[src/rtl/urf_pkg.sv]
package urf_pkg;
   localparam logic [7:0] OFS_DATA   = 8'h00;
   localparam logic [7:0] OFS_DATA_B = 8'h03;
   localparam logic [7:0] OFS_STAT   = 8'h04;
   localparam logic [7:0] OFS_CTRL   = 8'h08;
   localparam logic [7:0] OFS_SCAL   = 8'h0C;
   localparam logic [7:0] OFS_DBG    = 8'h10;

   localparam int CB_RXEN = 0;
   localparam int CB_TXEN = 1;
   localparam int CB_RXIE = 2;
   localparam int CB_TXIE = 3;

   localparam int SB_DRDY = 0;
   localparam int SB_TSE  = 1;
   localparam int SB_TFE  = 2;

   typedef enum logic [2:0] {
      SEL_NONE,
      SEL_DATA,
      SEL_STAT,
      SEL_CTRL,
      SEL_INERT
   } reg_sel_e;
endpackage

[src/rtl/urf_decode.sv]
module urf_decode
   import urf_pkg::*;
(
   input  logic [7:0] ofs,
   output reg_sel_e   sel
);
   always_comb begin
      unique case (ofs)
         OFS_DATA, OFS_DATA_B: sel = SEL_DATA;
         OFS_STAT:             sel = SEL_STAT;
         OFS_CTRL:             sel = SEL_CTRL;
         OFS_SCAL, OFS_DBG:    sel = SEL_INERT;
         default:              sel = SEL_NONE;
      endcase
   end
endmodule

[src/rtl/urf_rxbuf.sv]
module urf_rxbuf #(
   parameter int DEPTH = 16,
   parameter int DW    = 8
) (
   input  logic          clk,
   input  logic          rst_n,
   input  logic          push,
   input  logic [DW-1:0] push_data,
   input  logic          pop,
   output logic [DW-1:0] head_data,
   output logic          nonempty,
   output logic          has_room
);
   localparam int CW = $clog2(DEPTH + 1);
   localparam int IW = (DEPTH > 1) ? $clog2(DEPTH) : 1;

   generate
      if (DEPTH < 2) begin : g_bad_depth
         $error("urf_rxbuf: DEPTH must be at least 2");
      end
      if (DW < 1) begin : g_bad_dw
         $error("urf_rxbuf: DW must be positive");
      end
   endgenerate

   logic [DW-1:0] mem [DEPTH];
   logic [CW-1:0] wcnt, rptr;
   logic [CW-1:0] wr_idx;
   logic          do_pop, drained;

   assign nonempty = (rptr != wcnt);
   assign has_room = (wcnt < CW'(DEPTH));
   assign do_pop   = pop && nonempty;
   assign drained  = do_pop && ((rptr + CW'(1)) == wcnt);
   assign wr_idx   = drained ? '0 : wcnt;
   assign head_data = nonempty ? mem[rptr[IW-1:0]] : '0;

   always_ff @(posedge clk or negedge rst_n) begin
      if (!rst_n) begin
         wcnt <= '0;
         rptr <= '0;
      end else if (drained) begin
         rptr <= '0;
         wcnt <= push ? CW'(1) : '0;
      end else begin
         if (do_pop) rptr <= rptr + CW'(1);
         if (push)   wcnt <= wcnt + CW'(1);
      end
   end

   always_ff @(posedge clk) begin
      if (push) mem[wr_idx[IW-1:0]] <= push_data;
   end

   assert_cnt_bound_R8: assert property (@(posedge clk) disable iff (!rst_n)
      (wcnt <= CW'(DEPTH)) && (rptr <= wcnt));

   assert_flush_R8: assert property (@(posedge clk) disable iff (!rst_n)
      (pop && nonempty && ((rptr + CW'(1)) == wcnt) && !push) |=> (wcnt == '0 && rptr == '0));

   assert_keep_push_R11: assert property (@(posedge clk) disable iff (!rst_n)
      (pop && nonempty && ((rptr + CW'(1)) == wcnt) && push) |=> nonempty);
endmodule

[src/rtl/urf_apb_uart.sv]
module urf_apb_uart
   import urf_pkg::*;
#(
   parameter int DEPTH = 16,
   parameter int AW    = 12
) (
   input  logic          pclk,
   input  logic          presetn,
   input  logic          psel,
   input  logic          penable,
   input  logic          pwrite,
   input  logic [AW-1:0] paddr,
   input  logic [31:0]   pwdata,
   output logic [31:0]   prdata,
   output logic          pready,
   output logic          pslverr,
   input  logic [7:0]    rx_data,
   input  logic          rx_valid,
   output logic          rx_ready,
   output logic [7:0]    tx_data,
   output logic          tx_valid,
   output logic          irq
);
   generate
      if (AW < 8) begin : g_bad_aw
         $error("urf_apb_uart: AW must be at least 8");
      end
   endgenerate

   reg_sel_e    sel;
   logic        access, rd_data, wr_data, wr_ctrl;
   logic        push, buf_nonempty;
   logic [7:0]  head;
   logic [31:0] ctrl_q, status;

   urf_decode u_dec (.ofs(paddr[7:0]), .sel(sel));

   assign access  = psel && penable;
   assign rd_data = access && !pwrite && (sel == SEL_DATA);
   assign wr_data = access &&  pwrite && (sel == SEL_DATA);
   assign wr_ctrl = access &&  pwrite && (sel == SEL_CTRL);
   assign push    = rx_valid && rx_ready && ctrl_q[CB_RXEN];

   urf_rxbuf #(.DEPTH(DEPTH), .DW(8)) u_rxbuf (
      .clk      (pclk),
      .rst_n    (presetn),
      .push     (push),
      .push_data(rx_data),
      .pop      (rd_data),
      .head_data(head),
      .nonempty (buf_nonempty),
      .has_room (rx_ready)
   );

   always_comb begin
      status          = '0;
      status[SB_DRDY] = buf_nonempty;
      status[SB_TSE]  = 1'b1;
      status[SB_TFE]  = 1'b1;
   end

   always_comb begin
      prdata = '0;
      if (access && !pwrite) begin
         unique case (sel)
            SEL_DATA: prdata = {24'h0, head};
            SEL_STAT: prdata = status;
            SEL_CTRL: prdata = ctrl_q;
            default:  prdata = '0;
         endcase
      end
   end

   assign pready  = 1'b1;
   assign pslverr = 1'b0;

   always_ff @(posedge pclk or negedge presetn) begin
      if (!presetn) begin
         ctrl_q   <= '0;
         tx_valid <= 1'b0;
         tx_data  <= '0;
         irq      <= 1'b0;
      end else begin
         if (wr_ctrl) ctrl_q <= pwdata;
         tx_valid <= wr_data && ctrl_q[CB_TXEN];
         if (wr_data && ctrl_q[CB_TXEN]) tx_data <= pwdata[7:0];
         irq <= (push && ctrl_q[CB_RXIE])
              || (wr_data && ctrl_q[CB_TXEN] && ctrl_q[CB_TXIE]);
      end
   end

   assert_tx_gate_R9: assert property (@(posedge pclk) disable iff (!presetn)
      tx_valid |-> $past(ctrl_q[CB_TXEN]));

   assert_irq_src_R10: assert property (@(posedge pclk) disable iff (!presetn)
      irq |-> $past(ctrl_q[CB_RXIE] || ctrl_q[CB_TXIE]));

   assert_store_R6: assert property (@(posedge pclk) disable iff (!presetn)
      push |=> buf_nonempty);

   assert_no_store_R5: assert property (@(posedge pclk) disable iff (!presetn)
      (!buf_nonempty && !ctrl_q[CB_RXEN]) |=> !buf_nonempty);
endmodule

[config.mk]
export PLATFORM = sky130hd
export DESIGN_NAME = urf_apb_uart
export DESIGN_NICKNAME = d
export VERILOG_FILES = /design/src/rtl/urf_pkg.sv /design/src/rtl/urf_decode.sv /design/src/rtl/urf_rxbuf.sv /design/src/rtl/urf_apb_uart.sv
export SDC_FILE = /design/constraint.sdc
export NUM_CORES = 1
export LEC_CHECK = 0
export BUFFER_PORTS_ARGS = -buffer_cell sky130_fd_sc_hd__buf_2
export CAP_MARGIN = 10
export CORE_AREA = 10 10 135 137
export DETAILED_ROUTE_END_ITERATION = 10
export DIE_AREA = 0 0 145 147
export GPL_ROUTABILITY_DRIVEN = 0
export PLACE_DENSITY = 0.78
export REMOVE_ABC_BUFFERS = 1
export SLEW_MARGIN = 15
export SYNTH_ARGS = -nofsm -noshare
export SYNTH_HDL_FRONTEND = slang
export SYNTH_SLANG_ARGS = --single-unit
[constraint.sdc]
create_clock -name pclk -period 6 [get_ports pclk]
set_input_delay 0.9 -clock pclk [delete_from_list [all_inputs] [get_ports pclk]]
set_output_delay 0.9 -clock pclk [all_outputs]
set_load 0.03 [all_outputs]
======== Yosys cells after proc, flatten, opt, wreduce, memory -nomap -nowiden ========
Memory sizes are Yosys's and may differ from the RTL's.
Cells that the tools add are included.
word-level totals
  memory bits (read-only) ................. 0
  logic and storage cells ................. 52
  flip-flop bits (word level) ............. 52
  memory bits (writable) .................. 128
  output and inout port bits .............. 45
  input port bits ......................... 58
  latch bits .............................. 0
  memories ................................ 1
operators by class
  mux-type cells .......................... 12
  multipliers ............................. 0
  shift-type cells ........................ 0
  bitwise gates (word level) .............. 0
  eq/ne operators ......................... 10
  reduce and logical (&&, ||, !) cells .... 20
  $add $sub $neg .......................... 2
  order comparisons ....................... 1
  div/mod/pow operators ................... 0
memories
  name         depth  bits a word  read ports  clocked after Yosys merged registers in  write ports  RTL line         text
  u_rxbuf.mem  16     8            1           0                                        1            urf_rxbuf.sv:26  logic [DW-1:0] mem [DEPTH];
operators with widths
  kind                                                             number
  32-bit one-hot mux with 3 select lines                           1
  32-bit 2-to-1 mux                                                1
  5-bit 2-to-1 mux                                                 4
  8-bit by 4-bit == test with 1-bit output, second input constant  2
  1-bit logical AND                                                13
  3-bit one-hot mux with 4 select lines                            1
  5-bit by 1-bit adder with 5-bit output, second input constant    2
  8-bit by 2-bit == test with 1-bit output, second input constant  1
  8-bit by 3-bit == test with 1-bit output, second input constant  1
  8-bit by 5-bit == test with 1-bit output, second input constant  1
  8-bit zero test                                                  1
  8-bit 2-to-1 mux                                                 1
  3-bit by 2-bit == test with 1-bit output, second input constant  2
  5-bit == test                                                    1
  5-bit less-than comparator, second input constant                1
  5-bit != test                                                    1
  4-bit 2-to-1 mux                                                 1
  2-bit nonzero test                                               2
  2-bit OR reduction                                               2
  3-bit by 1-bit == test with 1-bit output, second input constant  1
  1-bit 2-to-1 mux                                                 3
  1-bit zero test                                                  1
  1-bit logical OR                                                 1

======== Depth between registers and ports, before layout ========
  depth in word-level cells ............... 8
  depth in mapped cells ................... 8

======== Hierarchy ========
From an unflattened synthesis, not the netlist that was laid out.
unflattened totals
  cell total of the unflattened synthesis .. 452
  area, all modules ....................... 7619.8 µm²
by module, submodules not included
  module        instances  sequential area each (µm²)  area each (µm²)  cells an instance
  urf_rxbuf     1          4093.9                      5596.6           291
  urf_apb_uart  1          1051.0                      1946.9           151
  urf_decode    1          0.0                         76.3             10

======== Worst setup path after synthesis ========
OpenSTA, ideal clock, no wires.
  path type ............................... input to output
  start ................................... in paddr[5]
  end ..................................... out prdata[0]
  required time ........................... 5.100 ns
  arrival ................................. 2.620 ns
  path slack .............................. 2.480 ns
  stages .................................. 4
  buffers on the path ..................... 0
  cell sequence ........................... nor4_4 > or3b_4 > or3_2 > o2bb2ai_1
on the way
  cells in the longest elaborated chain, start to end .. 6
  elaborated cells between the ends (all ways) .. 14
  those cells by class .................... 8 x eq/ne; 3 x mux; 3 x reduce/logical
RTL lines
  item                                                                                                  RTL line            text
  start: declaration                                                                                    urf_apb_uart.sv:12  input logic [AW-1:0] paddr,
  8-bit by 4-bit == test with 1-bit output (tied with other cells)                                      urf_decode.sv:8     unique case (ofs)
  2-bit OR reduction                                                                                    urf_decode.sv:8
  3-bit one-hot mux with 4 select lines *                                                               urf_decode.sv:8
  3-bit by 2-bit == test with 1-bit output or 3-bit by 1-bit == test with 1-bit output (tied branches)  urf_apb_uart.sv:65  unique case (sel)
  32-bit one-hot mux with 3 select lines *                                                              urf_apb_uart.sv:65
  32-bit 2-to-1 mux *                                                                                   urf_apb_uart.sv:64  if (access && !pwrite) begin
  end: declaration                                                                                      urf_apb_uart.sv:14  output logic [31:0] prdata,
Every way passes the cells marked *; elsewhere a longest branch is shown, timed or not.

======== Worst setup path in the final report ========
  start ................................... reg u_rxbuf.rptr[0]
  end ..................................... out prdata[6]
on the way
  cells in the longest elaborated chain, start to end .. 4
  elaborated cells between the ends (all ways) .. 5
  those cells by class .................... 1 x eq/ne; 3 x mux; 1 x memory
RTL lines
  item                                                RTL line            text
  start: declaration                                  urf_rxbuf.sv:27     logic [CW-1:0] wcnt, rptr;
  start signal: assignment                            urf_rxbuf.sv:46     if (do_pop) rptr <= rptr + CW'(1);
  memory 16 x 8 bit or 5-bit != test (tied branches)  --
  8-bit 2-to-1 mux *                                  urf_rxbuf.sv:36     assign head_data = nonempty ? mem[rptr[IW-1:0]] : '0;
  32-bit one-hot mux with 3 select lines *            urf_apb_uart.sv:65
  32-bit 2-to-1 mux *                                 urf_apb_uart.sv:64
Marked as above.

==> results.ini <==
[yosys]
syn_area_per_cell_sq_um=16.3
yosysUniqueCellTypes=57
synth_area_sq_um=7670
synth.top_cell.area_share_pct=50.1
postSynthCellCount=471
synth_edf_count=128
synth_ff_type=edfxtp_1
ys_ff_latch=180
synth_top_area_cell=edfxtp_1
synthArstFlopShare_pct=28.9
yosysSeqAreaShare_pct=67.1
synth.top_cells.by_area=edfxtp_1 50%, dfrtp_1 17%, mux4_2 10%, mux2_2 4.7%, nand2_1 2.1%
ys.warnings.count=0

[layout]
drive_gt1_share_pct=40.1
utilization_pct=57.5
regArea_sq_um=5150
finalNetCount=635
final_cell_mix=128 x edfxtp_1, 95 x buf_2, 51 x dfrtp_1, 43 x nand2_1, 35 x mux4_2
multi_input_area_sq_um=2370
syn_to_final_growth_pct=16.9
final_common_cell=edfxtp_1
n_fill_cell=1178
diodes=0

[critical_path]
slowest_delay_ns=0.61
crit_type=reg2out
crit_required_ns=5.10
critical_path.top_delay_family=multiplexers
cp-start-kind=flop
end_kind=primary output
slowest_stage=dfrtp_2
crit_chain=buf_4 -> mux4_2 -> mux2i_1 -> nand2_1 -> a32o_1 -> buf_2
arrival_ns=3.00
path_buf_inv=2
cp_max_fo=21

[timing]
hold_violations=0
fmax_ghz=0.257
period_share_pct=65.0
finalSetupViolations=0
fin_crit_ns=3.90
setup_tns_ns=0
skew_ns=0.00582
rsz0062_at_grt=no
relSlewSlack_pct=22.0
max_slew.worst_pin.slew_ns=1.16
slew_viol_final=0

[clocking]
clock_path_buffers=2
postCtsSetupRepairBufs=0
path_clk_slew_ns=0.06
cts-htree-levels=4
cts_hold_buffers=0
cts_tree=yes
ctsResizeCount=0
cts_buffers=17
cts.sinks=180
clk_latency_ns=0.42
ctsRootBufferMaster=clkbuf_16

[route]
routedWlPerCell_um=20.5
wl_mm=16.5
postRouteAntennaNets=0
via_per_inst=5.51
vias=4431
firstDrtPassIters=5
drt_iter0_drc=388
drcViolationCount=0

[floorplan]
core_sq_um=15600
dieArea_sq_um=21300
die_h_um=147
initial_core_util_pct=49.2
rows=46
fp.dieW_um=145
io_pins=103

[power]
power_mw=2.44
ir_drop_mv=0.211
p_int_mw=1.93
p_sw_share_pct=20.8
comb_power_share_pct=3.5
p_seq_share_pct=55.3
p_leak_nw=3.54
power.share.clock_pct=41.3
p_switching_mw=0.508
power.density_nw_per_um2=272

[grt]
grt_max_degree=53
grt.overflow.total=0
first_global_vias=4613
grt_pass1_wl_mm=26.2
grt.total_usage_pct=15.8
antenna_found_initial=0

[place]
port_buffers=96
dp_hpwl_mm=11.0

[min_path]
hold_class=reg2reg

[status]
status=complete, no violations

[flow_run]
drv_cap=0

==> metal layers <==
metal  part of all wire [%]  global-route usage, %  vias up
met5                      0                      0        -
met4                    1.8                   6.44        0
met3                    6.9                   4.27       23
met2                     51                   26.0      162
met1                     41                   19.4     2228
li1                       -                      -     2018
==> cell type report <==
| cell class | instances | share of cell area, % |
|---|---|---|
| Inverter | 1 | 0.0419 |
| Tap cell | 216 | 3.01 |
| Multi-Input combinational cell | 259 | 26.5 |
| Clock inverter | 10 | 0.823 |
| Clock buffer | 22 | 5.21 |
| Sequential cell | 180 | 57.4 |
| Timing Repair Buffer | 116 | 7.06 |
==> power groups by stage <==
| stage | registers (mW) | clock network (mW) | logic [mW] |
|---|---|---|---|
| 6_report | 1.35 | 1.01 | 0.0845 |
| 5_1_grt | 1.35 | 1.07 | 0.0937 |
| 4_1_cts | 1.35 | 1.03 | 0.0850 |
| 3_5_place_dp | 1.38 | 0 | 0.0842 |
| 3_3_place_gp | 1.37 | 0 | 0.0805 |
| 2_1_floorplan | 1.37 | 0 | 0.0358 |
==> stage by stage <==
step                      instances  instance area (sq um)  worst slack [ns]  hold slack [ns]
final                           804                   8970              2.10            0.457
after global routing            804                   8970              1.85            0.504
after CTS                       804                   8960              2.05            0.465
after detailed placement        772                   8420              1.99            0.451
after global placement          772                   8420              2.11            0.447
after floorplan                 440                   7510              1.85            0.471
==> Yosys cell counts, types with 5 or more instances <==
cell type and number:
dfrtp_1 52, nand2_1 43, buf_2 8, mux2_2 32, nor2b_1 9, nor4_1 15, o21ai_0 8, mux4_2 35
or2_2 6, clkbuf_1 10, and2_1 24, a211o_1 6, buf_1 6, nor2_1 9, edfxtp_1 128, xor2_1 6
mux2i_1 5
==> worst paths after layout <==
check                      depth (start not counted)           endpoint       startpoint  slack (ns)
min                                                2         tx_data[7]       tx_data[7]        0.46
min in group asynchronous                          1         ctrl_q[10]          presetn        0.51
min reg2reg                                        2         tx_data[7]       tx_data[7]        0.46
max in group asynchronous                          1    u_rxbuf.rptr[0]          presetn        5.04
max reg2reg                                        6  u_rxbuf.mem[0][3]  u_rxbuf.rptr[0]        2.14
max                                                6          prdata[6]  u_rxbuf.rptr[0]        2.10
==> cell families (layout without fill, tap and decap cells) <==
group	count (synthesis)	in the layout	synth area share [%]
buffers and inverters	32	149	2.14
other	2	2	0.0979
and+or+nand+nor	133	133	9.44
adders and majority gates	2	2	0.326
DFF	180	180	67.1
muxes	72	72	15.6
AOI/OAI and AO/OA	40	40	4.06
xor gates and xnor gates	10	10	1.24
==> tightest hold or removal path, stage by stage (launching register included) <==
cell,delay [ns]
dfrtp_1,0.34
nand2_1,0.05
nand2_1,0.04
==> flip-flops by register name (all words and copies together), names as in the netlist <==
register      count
u_rxbuf.mem     128
ctrl_q           32
tx_data           8
u_rxbuf.rptr      5
u_rxbuf.wcnt      5
irq               1
tx_valid          1
(Power assumes the default switching activity.)
